===== src/rtl/memwait_pkg.sv =====
package memwait_pkg;
  typedef enum logic [1:0] {
    ACC_FETCH = 2'd0,
    ACC_READ  = 2'd1,
    ACC_WRITE = 2'd2,
    ACC_NONE  = 2'd3
  } acc_kind_e;

  localparam int NUM_KINDS  = 3;
  localparam int FLASH_LSB  = 0;
  localparam int RAM_LSB    = 4;
  localparam int GRP_FLASH  = 0;
  localparam int GRP_RAM    = 1;
endpackage


===== src/rtl/memwait_regs.sv =====
module memwait_regs #(
  parameter int           DATA_W  = 8,
  parameter int           EN_W    = 2,
  parameter logic [7:0]   CFG_RST = 8'h44,
  parameter logic [1:0]   EN_RST  = 2'b00
) (
  input  logic              clk_i,
  input  logic              rst_ni,
  input  logic              we_i,
  input  logic              addr_i,
  input  logic [DATA_W-1:0] wdata_i,
  output logic [DATA_W-1:0] rdata_o,
  output logic [DATA_W-1:0] cfg_o,
  output logic [EN_W-1:0]   en_o
);
  localparam int PAD_W = DATA_W - EN_W;

  logic [DATA_W-1:0] cfg_q, cfg_d;
  logic [EN_W-1:0]   en_q, en_d;
  logic              cfg_load, en_load;

  always_comb begin
    cfg_load = we_i && !addr_i;
    en_load  = we_i &&  addr_i;
    cfg_d    = cfg_load ? wdata_i : cfg_q;
    en_d     = en_load  ? wdata_i[EN_W-1:0] : en_q;
  end

  always_ff @(posedge clk_i or negedge rst_ni) begin
    if (!rst_ni) begin
      cfg_q <= DATA_W'(CFG_RST);
      en_q  <= EN_W'(EN_RST);
    end else begin
      cfg_q <= cfg_d;
      en_q  <= en_d;
    end
  end

  assign rdata_o = addr_i ? {{PAD_W{1'b0}}, en_q} : cfg_q;
  assign cfg_o   = cfg_q;
  assign en_o    = en_q;

  // every bit, reserved ones included, is stored as written
  a_r4_cfg_store: assert property (@(posedge clk_i) disable iff (!rst_ni)
    (we_i && !addr_i) |=> (cfg_q == $past(wdata_i)));

  // registers hold their value when not written
  a_r9_en_hold: assert property (@(posedge clk_i) disable iff (!rst_ni)
    !we_i |=> ($stable(en_q) && $stable(cfg_q)));
endmodule


===== src/rtl/memwait_classify.sv =====
module memwait_classify
  import memwait_pkg::*;
#(
  parameter int DATA_W = 8,
  parameter int EN_W   = 2
) (
  input  logic              clk_i,
  input  logic              rst_ni,
  input  logic              mreq_ni,
  input  logic              m1_ni,
  input  logic              rd_ni,
  input  logic              wr_ni,
  input  logic              flash_i,
  input  logic [DATA_W-1:0] cfg_i,
  input  logic [EN_W-1:0]   en_i,
  output acc_kind_e         kind_o,
  output logic              strobe_o,
  output logic              hit_o
);
  logic [3:0] flash_mask, ram_mask;
  logic       sel_bit;

  assign flash_mask[3] = 1'b0;
  assign ram_mask[3]   = 1'b0;

  for (genvar k = 0; k < NUM_KINDS; k++) begin : g_kind
    assign flash_mask[k] = cfg_i[FLASH_LSB + k];
    assign ram_mask[k]   = cfg_i[RAM_LSB + k];
  end

  always_comb begin
    if (mreq_ni)     kind_o = ACC_NONE;
    else if (!wr_ni) kind_o = ACC_WRITE;
    else if (!rd_ni) kind_o = m1_ni ? ACC_READ : ACC_FETCH;
    else             kind_o = ACC_NONE;
  end

  always_comb begin
    if (flash_i) sel_bit = en_i[GRP_FLASH] && flash_mask[kind_o];
    else         sel_bit = en_i[GRP_RAM]   && ram_mask[kind_o];
  end

  assign strobe_o = (kind_o != ACC_NONE);
  assign hit_o    = strobe_o && sel_bit;

  // a cycle without MREQ never produces a hit
  a_r7_io_no_hit: assert property (@(posedge clk_i) disable iff (!rst_ni)
    mreq_ni |-> !hit_o);
endmodule


===== src/rtl/memwait_stretch.sv =====
module memwait_stretch (
  input  logic clk_i,
  input  logic rst_ni,
  input  logic mreq_ni,
  input  logic strobe_i,
  input  logic hit_i,
  output logic wait_no
);
  logic served_q, served_d;
  logic wait_q, wait_d;
  logic qualify;

  always_comb begin
    qualify  = strobe_i && !served_q;
    served_d = mreq_ni ? 1'b0 : (served_q || strobe_i);
    wait_d   = !(qualify && hit_i);
  end

  always_ff @(posedge clk_i or negedge rst_ni) begin
    if (!rst_ni) begin
      served_q <= 1'b0;
      wait_q   <= 1'b1;
    end else begin
      served_q <= served_d;
      wait_q   <= wait_d;
    end
  end

  assign wait_no = wait_q;

  // the wait request lasts one clock only
  a_r6_one_clock: assert property (@(posedge clk_i) disable iff (!rst_ni)
    !wait_q |=> wait_q);

  // no second wait while the same MREQ stays low
  a_r6_once_per_access: assert property (@(posedge clk_i) disable iff (!rst_ni)
    (!wait_q && !mreq_ni) |=> (wait_q && (mreq_ni || served_q)));

  // a wait always follows a cycle with MREQ low
  a_r7_needs_mreq: assert property (@(posedge clk_i) disable iff (!rst_ni)
    !wait_q |-> $past(!mreq_ni));
endmodule


===== src/rtl/memwait_ctrl.sv =====
module memwait_ctrl
  import memwait_pkg::*;
#(
  parameter int         DATA_W  = 8,
  parameter int         EN_W    = 2,
  parameter logic [7:0] CFG_RST = 8'h44,
  parameter logic [1:0] EN_RST  = 2'b00
) (
  input  logic              clk_i,
  input  logic              rst_ni,
  input  logic              mreq_ni,
  input  logic              m1_ni,
  input  logic              rd_ni,
  input  logic              wr_ni,
  input  logic              flash_sel_i,
  input  logic              reg_we_i,
  input  logic              reg_addr_i,
  input  logic [DATA_W-1:0] reg_wdata_i,
  output logic [DATA_W-1:0] reg_rdata_o,
  output logic              wait_no
);
  logic [1:0]        rst_sync_q;
  logic              rst_n;
  logic [DATA_W-1:0] cfg;
  logic [EN_W-1:0]   en;
  acc_kind_e         kind;
  logic              strobe, hit;

  always_ff @(posedge clk_i or negedge rst_ni) begin
    if (!rst_ni) rst_sync_q <= 2'b00;
    else         rst_sync_q <= {rst_sync_q[0], 1'b1};
  end
  assign rst_n = rst_sync_q[1];

  memwait_regs #(.DATA_W(DATA_W), .EN_W(EN_W), .CFG_RST(CFG_RST), .EN_RST(EN_RST)) u_regs (
    .clk_i(clk_i), .rst_ni(rst_n), .we_i(reg_we_i), .addr_i(reg_addr_i),
    .wdata_i(reg_wdata_i), .rdata_o(reg_rdata_o), .cfg_o(cfg), .en_o(en)
  );

  memwait_classify #(.DATA_W(DATA_W), .EN_W(EN_W)) u_classify (
    .clk_i(clk_i), .rst_ni(rst_n), .mreq_ni(mreq_ni), .m1_ni(m1_ni),
    .rd_ni(rd_ni), .wr_ni(wr_ni), .flash_i(flash_sel_i), .cfg_i(cfg),
    .en_i(en), .kind_o(kind), .strobe_o(strobe), .hit_o(hit)
  );

  memwait_stretch u_stretch (
    .clk_i(clk_i), .rst_ni(rst_n), .mreq_ni(mreq_ni),
    .strobe_i(strobe), .hit_i(hit), .wait_no(wait_no)
  );

  // a wait implies the group enable of the sampled region was set
  a_r8_group_gate: assert property (@(posedge clk_i) disable iff (!rst_n)
    !wait_no |-> ($past(flash_sel_i) ? $past(en[GRP_FLASH]) : $past(en[GRP_RAM])));
endmodule


===== config.mk =====
export PLATFORM = sky130hd
export DESIGN_NAME = memwait_ctrl
export DESIGN_NICKNAME = d
export VERILOG_FILES = /design/src/rtl/memwait_pkg.sv /design/src/rtl/memwait_regs.sv /design/src/rtl/memwait_classify.sv /design/src/rtl/memwait_stretch.sv /design/src/rtl/memwait_ctrl.sv
export SDC_FILE = /design/constraint.sdc
export NUM_CORES = 1
export LEC_CHECK = 0
export BUFFER_PORTS_ARGS = -buffer_cell sky130_fd_sc_hd__buf_2
export CAP_MARGIN = 40
export CORE_MARGIN = 2
export CORE_UTILIZATION = 50
export CTS_CLUSTER_DIAMETER = 100
export CTS_CLUSTER_SIZE = 28
export DETAILED_ROUTE_END_ITERATION = 16
export GPL_TIMING_DRIVEN = 0
export PLACE_DENSITY = 0.79
export SETUP_SLACK_MARGIN = 0.3
export SLEW_MARGIN = 15
export SYNTH_ARGS = -nofsm -noshare
export SYNTH_HDL_FRONTEND = slang
export SYNTH_SLANG_ARGS = --single-unit

===== constraint.sdc =====
create_clock -name clk_i -period 1.3 [get_ports clk_i]
set_input_delay 0.13 -clock clk_i [delete_from_list [all_inputs] [get_ports clk_i]]
set_output_delay 0.13 -clock clk_i [all_outputs]
set_load 0.01 [all_outputs]

# After elaboration in Yosys (flattened, before gate mapping)
# Cells that the tools add are included.
word_totals:
  register_bits: 14
  in_bits: 17
  out_inout_bits: 9
  word_cells: 29
op_classes:
  order_cmp: 1
  n_eq_ne: 1
  n_mux: 11
  reduce_logical: 11
op_table:
  columns: ["cell", "count"]
  rows:
  - ["2-to-1 mux 8 bit", 1]
  - ["logical AND 1 bit", 7]
  - ["2-to-1 mux 2 bit", 3]
  - ["2-to-1 mux 1 bit", 5]
  - ["binary-select mux 1 bit (select 2 bit)", 2]
  - ["zero test 1 bit", 3]
  - ["< comparator 2 x 3 -> 1 bit, second input constant", 1]
  - ["!= test 2 bit, second input constant", 1]
  - ["logical OR 1 bit", 1]

# Logic depth before layout (Yosys ltp)
# Gate-level depths: netlist of the first run.
depth:
  ltp_word: 11
  ltp_mapped: 4
  depth_no_buf: 4

# Hierarchy
# From an unflattened synthesis of the first run, not the netlist that was laid out.
unflattened:
  hier_cells: 52
  hier_area_um2: 750.7
modules_own_cells:
  columns: ["module", "instances", "cells_per_inst", "area_each_um2"]
  rows:
  - ["memwait_regs", 1, 32, 519.2]
  - ["memwait_classify", 1, 13, 108.9]
  - ["memwait_stretch", 1, 4, 68.8]
  - ["memwait_ctrl", 1, 3, 53.8]

# Worst setup path after synthesis of the first run
# Ideal clock, no wire load.
synth_path:
  path_type: "register to register"
  start: "reg u_regs.cfg_q[6], in the netlist u_regs.cfg_o[6]"
  end: "reg u_stretch.wait_q, in the netlist u_stretch.wait_no"
  setup_ns: 0.098
  arrival_time_ns: 0.980
  slack_ns: 0.222
  path_stages_with_launch: 4
  synth_period_minus_slack_ns: 1.078
  path_cell_list: "dfstp_2 nor3_1 a2111oi_1 o211ai_1"
synth_via:
  elab_chain_len: 7
synth_rtl:
  columns: ["element", "line", "text"]
  rows:
  - ["start: declaration", "memwait_regs.sv:18", "logic [DATA_W-1:0] cfg_q, cfg_d;"]
  - ["start signal: assignment", "memwait_regs.sv:31", "cfg_q <= DATA_W'(CFG_RST);"]
  - ["start signal: assignment", "memwait_regs.sv:34", "cfg_q <= cfg_d;"]
  - ["binary-select mux 1 bit (select 2 bit)", "memwait_classify.sv:40", "else sel_bit = en_i[GRP_RAM] && ram_mask[kind_o];"]
  - ["2-to-1 mux 1 bit (not written as such)", "memwait_classify.sv:40", null]
  - ["logical AND 1 bit", "memwait_classify.sv:40", null]
  - ["2-to-1 mux 1 bit", "memwait_classify.sv:39", "if (flash_i) sel_bit = en_i[GRP_FLASH] && flash_mask[kind_o];"]
  - ["logical AND 1 bit", "memwait_classify.sv:44", "assign hit_o = strobe_o && sel_bit;"]
  - ["logical AND 1 bit", "memwait_stretch.sv:16", "wait_d = !(qualify && hit_i);"]
  - ["zero test 1 bit", "memwait_stretch.sv:16", null]
  - ["named net u_stretch.wait_d", "memwait_stretch.sv:10", "logic wait_q, wait_d;"]
  - ["end signal: assignment", "memwait_stretch.sv:25", "wait_q <= wait_d;"]
  - ["end: declaration", "memwait_stretch.sv:10", null]
# The timed path passes the listed nets, and every way through them passes these cells. The select of a mux whose other input is x is not followed.
# A chain may end at the register's enable or synchronous reset.

# Worst setup path after layout of the first run
layout_path:
  start: "reg u_regs.cfg_q[1], in the netlist u_regs.cfg_o[1]"
  end: "out reg_rdata_o[1]"
layout_via:
  elab_chain_len: 1
layout_rtl:
  columns: ["element", "line", "text"]
  rows:
  - ["2-to-1 mux 8 bit", "memwait_regs.sv:39", "assign rdata_o = addr_i ? {{PAD_W{1'b0}}, en_q} : cfg_q;"]
  - ["end: declaration", "memwait_ctrl.sv:19", "output logic [DATA_W-1:0] reg_rdata_o,"]
# No other way between the ends.

==> impl_metrics.prom, run 1 <==
# TYPE chip_impl_metric gauge
chip_impl_info{name="run_status",value="completed"} 1
chip_impl_metric{name="vdd_ir_drop_max",unit="V"} 0.000765
chip_impl_metric{name="path_max_fanout",unit=""} 2
chip_impl_metric{name="initial_core_util",unit=""} 0.530
chip_impl_info{name="worst-setup-path-type",value="reg2out"} 1
chip_impl_metric{name="detail_route.wirelength.met1",unit="um"} 667
chip_impl_metric{name="synthesized_netlist_cell_count",unit=""} 52
chip_impl_info{name="slowest_stage_cell_crit_path",value="sky130_fd_sc_hd__dfrtp_1"} 1
chip_impl_metric{name="synth_seq_cells",unit=""} 14
chip_impl_metric{name="wl_met3",unit="um"} 70
chip_impl_metric{name="drt_antenna_net_count",unit=""} 0
chip_impl_info{name="worst_path_cell_chain",value="mux2_2 > buf_6"} 1
chip_impl_metric{name="total_leakage_power",unit="uW"} 0.000503
chip_impl_metric{name="num_antenna_cells",unit=""} 0
chip_impl_metric{name="power_density",unit="nW/um^2"} 1140
chip_impl_metric{name="reg2reg_setup_slack",unit="ps"} 150
chip_impl_metric{name="timing.max_cap.violations",unit=""} 0
chip_impl_metric{name="globalRouteTotalUtil",unit=""} 0.211
chip_impl_metric{name="clkSlewWorstSetupHoldPaths",unit="ps"} 90
chip_impl_metric{name="ctsHtreeMaxLevel",unit=""} 1
chip_impl_metric{name="post-route-period-util",unit=""} 0.930
chip_impl_metric{name="route.final.wire_length",unit="mm"} 1.60
chip_impl_metric{name="detailroute.wirelength.met2",unit="um"} 850
chip_impl_metric{name="clock_sink_count",unit=""} 14
chip_impl_metric{name="floorplan.die_area",unit="um^2"} 1690
chip_impl_info{name="reg_to_reg_end",value="u_stretch.wait_no"} 1
chip_impl_info{name="rr_startpoint",value="u_regs.cfg_o[2]"} 1
chip_impl_metric{name="number_of_antenna_violations_at_the_first_check_in_global_routing",unit=""} 0
chip_impl_metric{name="routed_wl_per_cell",unit="um"} 14.5
chip_impl_metric{name="grt_first_pass_wirelength",unit="mm"} 2.20
chip_impl_metric{name="drt_pass1_iterations",unit=""} 3
chip_impl_info{name="cts_tree",value="done"} 1
chip_impl_metric{name="synth.yosys.seq_area_share",unit=""} 0.514
chip_impl_metric{name="clk-insertion-delay-late",unit="ps"} 270
chip_impl_metric{name="globalplace.congestion",unit=""} 0.655
chip_impl_metric{name="r2r_cells",unit=""} 5
chip_impl_metric{name="drc_errors",unit=""} 0
chip_impl_metric{name="crit_path_arrival_time",unit="ps"} 1080
chip_impl_metric{name="synth.lib_cells_used.distinct",unit=""} 20
chip_impl_metric{name="synth.net_count",unit=""} 69
chip_impl_metric{name="grt_remaining_overflow",unit=""} 0
chip_impl_metric{name="mappedNetlistArea",unit="um^2"} 689
chip_impl_metric{name="layout-area-overhead-vs-synth",unit="%"} 47.0
chip_impl_metric{name="required",unit="ps"} 1170
chip_impl_metric{name="hpwl",unit="um"} 947
chip_impl_metric{name="grt_start_max_net_pins",unit=""} 13
chip_impl_metric{name="synthesis.area_per_instance",unit="um^2"} 13.3
chip_impl_metric{name="row_count",unit=""} 13
chip_impl_info{name="hold_path_end",value="u_stretch.wait_no"} 1
chip_impl_metric{name="design.core.area",unit="um^2"} 1300
chip_impl_info{name="worst_hold_startpoint",value="m1_ni"} 1
chip_impl_metric{name="ios",unit=""} 26
chip_impl_info{name="cts_root_buf",value="sky130_fd_sc_hd__clkbuf_4"} 1
chip_impl_metric{name="layout-drive-gt1-share",unit=""} 0.653
chip_impl_metric{name="detail_route.vias_per_cell",unit=""} 5.01
chip_impl_metric{name="finalInstanceArea",unit="um^2"} 1010
chip_impl_metric{name="timing.fmax",unit="MHz"} 828
chip_impl_metric{name="report.final.hold_viol_count",unit=""} 0
chip_impl_metric{name="slowest_delay",unit="ps"} 410
chip_impl_metric{name="die_width",unit="um"} 41.1
chip_impl_metric{name="setup_viol",unit=""} 0
chip_impl_metric{name="time_the_worst_path_needs_with_i_o_delays_and_setup",unit="ps"} 1210
chip_impl_info{name="worstSetupStartpointType",value="flop"} 1
chip_impl_info{name="timing.critical_path.to_type",value="output port"} 1
chip_impl_metric{name="final_net_count",unit=""} 113
chip_impl_info{name="hold_crit_path_type",value="in2reg"} 1
chip_impl_info{name="critPathLaunch",value="u_regs.cfg_o[1]"} 1
chip_impl_info{name="rsz0062_at_grt",value="true"} 1
chip_impl_metric{name="finalMaxSlewViolations",unit=""} 0
chip_impl_metric{name="place.port_buffers",unit=""} 24
chip_impl_metric{name="cts-root-to-sink-buffers",unit=""} 2
chip_impl_metric{name="initialDrtViolationCount",unit=""} 6
chip_impl_metric{name="die_h",unit="um"} 41.1
chip_impl_metric{name="first_global_vias",unit=""} 521
chip_impl_metric{name="postPlaceCellArea",unit="um^2"} 833
chip_impl_metric{name="min_delay_path_depth",unit=""} 2
chip_impl_metric{name="vias",unit=""} 551
chip_impl_metric{name="cts_buffers",unit=""} 3
chip_impl_metric{name="total_number_of_yosys_warnings",unit=""} 0
chip_impl_info{name="highest_layer",value="met4"} 1
chip_impl_metric{name="fin_setup_tns",unit="ps"} 0
chip_impl_metric{name="clock_skew",unit="ps"} 8.22
cells by family (layout without fill, tap and decap cells):
logic type,after synthesis,count (layout),share of synthesized area
and+or+nand+nor,11,11,0.103
muxes,13,13,0.254
buffers and inverters,5,48,0.0436
DFF,14,14,0.514
other,1,1,0.00544
AOI/OAI and AO/OA,8,8,0.0799
critical path: cells and delay by family (launching register included):
family / cells / cell delay (ps)
buf+inv: 1 / 120
flops: 1 / 410
mux: 1 / 280
report_power, final:
group          internal [uW]  switching, uW
registers                496           39.4
logic                    240            129
clock network            119            133
timing repair:
item,CTS,global route
hold endpoints to repair,2,0
endpoints found under the setup margin,10,10
gates resized for setup,4,4
setup buffers,9,5
pin swaps,1,3
hold buffers,1,0
gates cloned,0,0
registers in the layout, summed over array words and instances (netlist names):
| name | cells |
|---|---|
| rst_sync_q | 2 |
| u_regs.cfg_o | 8 |
| u_regs.en_o | 2 |
| u_stretch.served_q | 1 |
| u_stretch.wait_no | 1 |
synth_stat cells:
| cell | count | share of area |
|---|---|---|
| sky130_fd_sc_hd__a2111oi_1 | 1 | 0.015 |
| sky130_fd_sc_hd__buf_6 | 1 | 0.016 |
| sky130_fd_sc_hd__mux2_2 | 4 | 0.065 |
| sky130_fd_sc_hd__nand2_1 | 2 | 0.011 |
| sky130_fd_sc_hd__mux2i_1 | 1 | 0.015 |
| sky130_fd_sc_hd__buf_4 | 1 | 0.011 |
| sky130_fd_sc_hd__dfstp_2 | 3 | 0.11 |
| sky130_fd_sc_hd__inv_1 | 3 | 0.016 |
| sky130_fd_sc_hd__conb_1 | 1 | 0.0054 |
| sky130_fd_sc_hd__o32ai_1 | 1 | 0.013 |
| sky130_fd_sc_hd__nor2b_1 | 6 | 0.054 |
| sky130_fd_sc_hd__nor2b_2 | 1 | 0.013 |
| sky130_fd_sc_hd__a31oi_1 | 1 | 0.0091 |
| sky130_fd_sc_hd__o21ai_1 | 1 | 0.0073 |
| sky130_fd_sc_hd__nor3_1 | 1 | 0.0073 |
| sky130_fd_sc_hd__o211ai_1 | 2 | 0.022 |
| sky130_fd_sc_hd__nor3b_2 | 1 | 0.018 |
| sky130_fd_sc_hd__mux2_4 | 8 | 0.17 |
| sky130_fd_sc_hd__dfrtp_1 | 11 | 0.40 |
| sky130_fd_sc_hd__a21oi_1 | 2 | 0.015 |
metrics by stage:
stage / util / instances / hold WS (ps) / setup slack (ps) / total power, uW
after floorplan: - / 52 / -166 / 284 / 685
after global placement: 0.640 / 91 / -85.1 / 212 / 761
after detailed placement: 0.640 / 91 / -85.0 / 202 / 771
after CTS: 0.737 / 105 / 42.6 / 84.5 / 1100
after global routing: 0.779 / 110 / 51.2 / 48.9 / 1210
final: 0.779 / 110 / 41.9 / 91.6 / 1160
per-layer routing:
metal / up-vias / global-route usage
met4: 0 / 0.0968
met2: 21 / 0.371
li1: 268 / -
met1: 260 / 0.250
met3: 2 / 0.0326
met5: - / 0
final cells by class:
type / instances / area (um^2)
Sequential cell: 14 / 354
Buffer: 2 / 18.8
Inverter: 3 / 11.3
Tap cell: 15 / 18.8
Clock buffer: 4 / 26.3
Multi-Input combinational cell: 33 / 315
Fill cell: 96 / 288
Timing Repair Buffer: 39 / 269
placed cells by master, fill, tap and decap left out, types with 3 or more instances in the layout:
cell type                  Yosys  routed
sky130_fd_sc_hd__buf_2         0      21
sky130_fd_sc_hd__buf_4         1      11
sky130_fd_sc_hd__buf_6         1       8
sky130_fd_sc_hd__clkbuf_4      0       3
sky130_fd_sc_hd__dfrtp_1      11      11
sky130_fd_sc_hd__dfstp_2       3       3
sky130_fd_sc_hd__inv_1         3       3
sky130_fd_sc_hd__mux2_2        4       4
sky130_fd_sc_hd__mux2_4        8       8
sky130_fd_sc_hd__nor2b_1       6       6
worst max path at each step:
| stage | endpoint | depth (start not counted) |
|---|---|---|
| after floorplan | u_stretch.wait_no | 3 |
| after global placement | u_stretch.wait_no | 3 |
| after detailed placement | u_stretch.wait_no | 3 |
| after CTS | reg_rdata_o[6] | 2 |
| after global routing | reg_rdata_o[6] | 2 |
| final | reg_rdata_o[1] | 2 |
Note: power is estimated with default switching activity, not from simulation.
==> inputs of run 2 (changes only) <==
--- a/config.mk
+++ b/config.mk
@@ -8,12 +8,12 @@
 export BUFFER_PORTS_ARGS = -buffer_cell sky130_fd_sc_hd__buf_2
 export CAP_MARGIN = 40
 export CORE_MARGIN = 2
-export CORE_UTILIZATION = 50
+export CORE_UTILIZATION = 42
 export CTS_CLUSTER_DIAMETER = 100
 export CTS_CLUSTER_SIZE = 28
 export DETAILED_ROUTE_END_ITERATION = 16
 export GPL_TIMING_DRIVEN = 0
-export PLACE_DENSITY = 0.79
+export PLACE_DENSITY = 0.71
 export SETUP_SLACK_MARGIN = 0.3
 export SLEW_MARGIN = 15
 export SYNTH_ARGS = -nofsm -noshare
==> constraint.sdc (replaced) <==
create_clock -name clk_i -period 0.99 [get_ports clk_i]
set_input_delay 0.099 -clock clk_i [delete_from_list [all_inputs] [get_ports clk_i]]
set_output_delay 0.099 -clock clk_i [all_outputs]
set_load 0.01 [all_outputs]
==> impl_metrics.prom, run 2 (synthesized netlist as in run 1, its figures left out) <==
# TYPE chip_impl_metric gauge
chip_impl_info{name="run_status",value="complete, but fails checks"} 1
chip_impl_info{name="violations_in_the_final_reports",value="setup timing"} 1
chip_impl_metric{name="sw_power",unit="uW"} 387
chip_impl_metric{name="grt_first_pass_wirelength",unit="mm"} 2.19
chip_impl_metric{name="clock_sink_count",unit=""} 14
chip_impl_metric{name="layout-drive-gt1-share",unit=""} 0.688
chip_impl_info{name="final_cell_mix",value="sky130_fd_sc_hd__buf_2, sky130_fd_sc_hd__buf_6, sky130_fd_sc_hd__mux2_4"} 1
chip_impl_metric{name="cts-root-to-sink-buffers",unit=""} 2
chip_impl_metric{name="path_max_fanout",unit=""} 3
chip_impl_metric{name="initialDrtViolationCount",unit=""} 9
chip_impl_metric{name="power_density",unit="nW/um^2"} 1490
chip_impl_metric{name="drc_errors",unit=""} 0
chip_impl_metric{name="drt_pass1_iterations",unit=""} 4
chip_impl_metric{name="clkSlewWorstSetupHoldPaths",unit="ps"} 80
chip_impl_metric{name="place.port_buffers",unit=""} 24
chip_impl_metric{name="largest_register_ff_count",unit=""} 8
chip_impl_metric{name="row_count",unit=""} 14
chip_impl_metric{name="met1_usage_in_global_routing",unit=""} 0.236
chip_impl_metric{name="vias",unit=""} 534
chip_impl_info{name="grt_most_used_layer",value="met1"} 1
chip_impl_metric{name="cts_buffers",unit=""} 3
chip_impl_metric{name="area.sequential",unit="um^2"} 354
chip_impl_metric{name="utilization",unit=""} 0.716
chip_impl_metric{name="routed_wl_per_cell",unit="um"} 12.3
chip_impl_metric{name="ctsHtreeMaxLevel",unit=""} 1
chip_impl_info{name="worst-setup-path-type",value="reg2out"} 1
chip_impl_metric{name="first_global_vias",unit=""} 517
chip_impl_metric{name="hpwl",unit="um"} 931
chip_impl_metric{name="finalMaxSlewViolations",unit=""} 0
chip_impl_metric{name="vdd_ir_drop_max",unit="V"} 0.000873
chip_impl_metric{name="floorplan.die_area",unit="um^2"} 1980
chip_impl_metric{name="ios",unit=""} 26
chip_impl_metric{name="setup_viol",unit=""} 10
chip_impl_metric{name="route.final.wire_length",unit="mm"} 1.34
chip_impl_metric{name="grt_start_max_net_pins",unit=""} 13
chip_impl_metric{name="layout.filler_cells",unit=""} 114
chip_impl_info{name="slowest_stage_cell_crit_path",value="sky130_fd_sc_hd__dfstp_2"} 1
chip_impl_info{name="hold_crit_path_type",value="in2reg"} 1
chip_impl_metric{name="globalplace.congestion",unit=""} 0.793
chip_impl_info{name="rsz0062_at_grt",value="true"} 1
chip_impl_metric{name="clk-insertion-delay-late",unit="ps"} 270
chip_impl_metric{name="report.final.hold_viol_count",unit=""} 0
chip_impl_metric{name="initial_core_util",unit=""} 0.452
chip_impl_metric{name="critical_path_buf_inv_count",unit=""} 1
chip_impl_info{name="cts_tree",value="done"} 1
chip_impl_info{name="worst_path_cell_chain",value="nor2b_4 > buf_6"} 1
chip_impl_metric{name="grt_remaining_overflow",unit=""} 0
chip_impl_metric{name="seq_power_share",unit=""} 0.434
chip_impl_metric{name="post-route-period-util",unit=""} 1.17
chip_impl_metric{name="internal-power",unit="uW"} 1240
chip_impl_metric{name="layout-area-overhead-vs-synth",unit="%"} 58.3
chip_impl_metric{name="die_width",unit="um"} 44.5
chip_impl_metric{name="required",unit="ps"} 890
chip_impl_metric{name="dpl_worst_slack",unit="ps"} -146
chip_impl_metric{name="power.share.clock",unit=""} 0.244
chip_impl_metric{name="design.core.area",unit="um^2"} 1520
chip_impl_info{name="layout_commonest_cell",value="sky130_fd_sc_hd__buf_2"} 1
chip_impl_metric{name="post-route-worst-setup-slack",unit="ps"} -168
chip_impl_info{name="timing.critical_path.to_type",value="output port"} 1
chip_impl_metric{name="clock_skew",unit="ps"} 3.47
chip_impl_metric{name="p_sw_frac",unit=""} 0.239
chip_impl_metric{name="slowest_delay",unit="ps"} 550
chip_impl_metric{name="timing.fmax",unit="MHz"} 863
chip_impl_metric{name="total_leakage_power",unit="uW"} 0.000545
chip_impl_metric{name="number_of_antenna_violations_at_the_first_check_in_global_routing",unit=""} 0
chip_impl_metric{name="drt_antenna_net_count",unit=""} 0
chip_impl_metric{name="final_net_count",unit=""} 111
chip_impl_metric{name="fraction_of_met3_tracks_used_by_global_routing",unit=""} 0.0245
chip_impl_metric{name="crit_path_arrival_time",unit="ps"} 1060
chip_impl_info{name="worstSetupStartpointType",value="flop"} 1
chip_impl_info{name="worst_path_dominant_cell_family",value="flip-flops"} 1
chip_impl_metric{name="timing.max_cap.violations",unit=""} 0
chip_impl_metric{name="power_frac_comb",unit=""} 0.322
chip_impl_metric{name="area_used_by_multi_input_combinational_logic",unit="um^2"} 353
chip_impl_metric{name="use_met2",unit=""} 0.220
chip_impl_metric{name="num_antenna_cells",unit=""} 0
chip_impl_info{name="cts_root_buf",value="sky130_fd_sc_hd__clkbuf_4"} 1
chip_impl_metric{name="detail_route.vias_per_cell",unit=""} 4.90
chip_impl_metric{name="die_h",unit="um"} 44.5
chip_impl_metric{name="time_the_worst_path_needs_with_i_o_delays_and_setup",unit="ps"} 1160
chip_impl_metric{name="globalRouteTotalUtil",unit=""} 0.155
[run 2: layout make-up]
type | instances | area share
Clock buffer | 4 | 0.0333
Timing Repair Buffer | 37 | 0.261
Sequential cell | 14 | 0.325
Inverter | 3 | 0.0103
Buffer | 2 | 0.0287
Tap cell | 16 | 0.0183
Multi-Input combinational cell | 33 | 0.323
[run 2: stage by stage]
stage | hold slack (ps) | area [um^2] | setup TNS (ps) | std cells | power, uW
after floorplan | -197 | 739 | -26.1 | 52 | 935
after global placement | -115 | 880 | -114 | 92 | 1040
after detailed placement | -114 | 880 | -146 | 92 | 1050
after CTS | 3.58 | 1050 | -961 | 106 | 1590
after global routing | 14.9 | 1090 | -1380 | 109 | 1720
final | 10.7 | 1090 | -920 | 109 | 1620
[run 2: what timing repair did]
| action | in CTS | in global routing |
|---|---|---|
| gates resized for setup | 12 | 4 |
| hold buffers | 1 | 0 |
| setup endpoints to repair | 20 | 20 |
| cloned | 0 | 0 |
| pin swaps | 2 | 1 |
| buffers inserted | 9 | 3 |
| endpoints found under the hold margin | 2 | 0 |
[run 2: routing by layer]
metal  wire length, um  vias up
li1                  -      263
met1               630      254
met2               630       17
met3                78        0
met4                 0        0
met5                 0        -
[run 2: path summary, 6_finish.rpt]
check / slack [ps] / endpoint / cells past startpoint / from
max: -170 / reg_rdata_o[6] / 2 / u_regs.cfg_o[6]
min: 10 / u_stretch.wait_no / 2 / m1_ni
max reg2reg: -150 / u_stretch.wait_no / 4 / u_regs.cfg_o[6]
min reg2reg: 190 / u_regs.cfg_o[0] / 0 / rst_sync_q[1]
max in group asynchronous: 460 / u_regs.cfg_o[6] / 0 / rst_sync_q[1]
min in group asynchronous: 120 / rst_sync_q[0] / 2 / rst_ni
[run 2: power groups by stage]
stage | clock network (uW) | registers [uW] | logic, uW
after detailed placement | 0 | 722 | 324
after CTS | 409 | 703 | 482
after floorplan | 0 | 703 | 232
after global placement | 0 | 720 | 318
final | 396 | 704 | 522
after global routing | 443 | 718 | 562
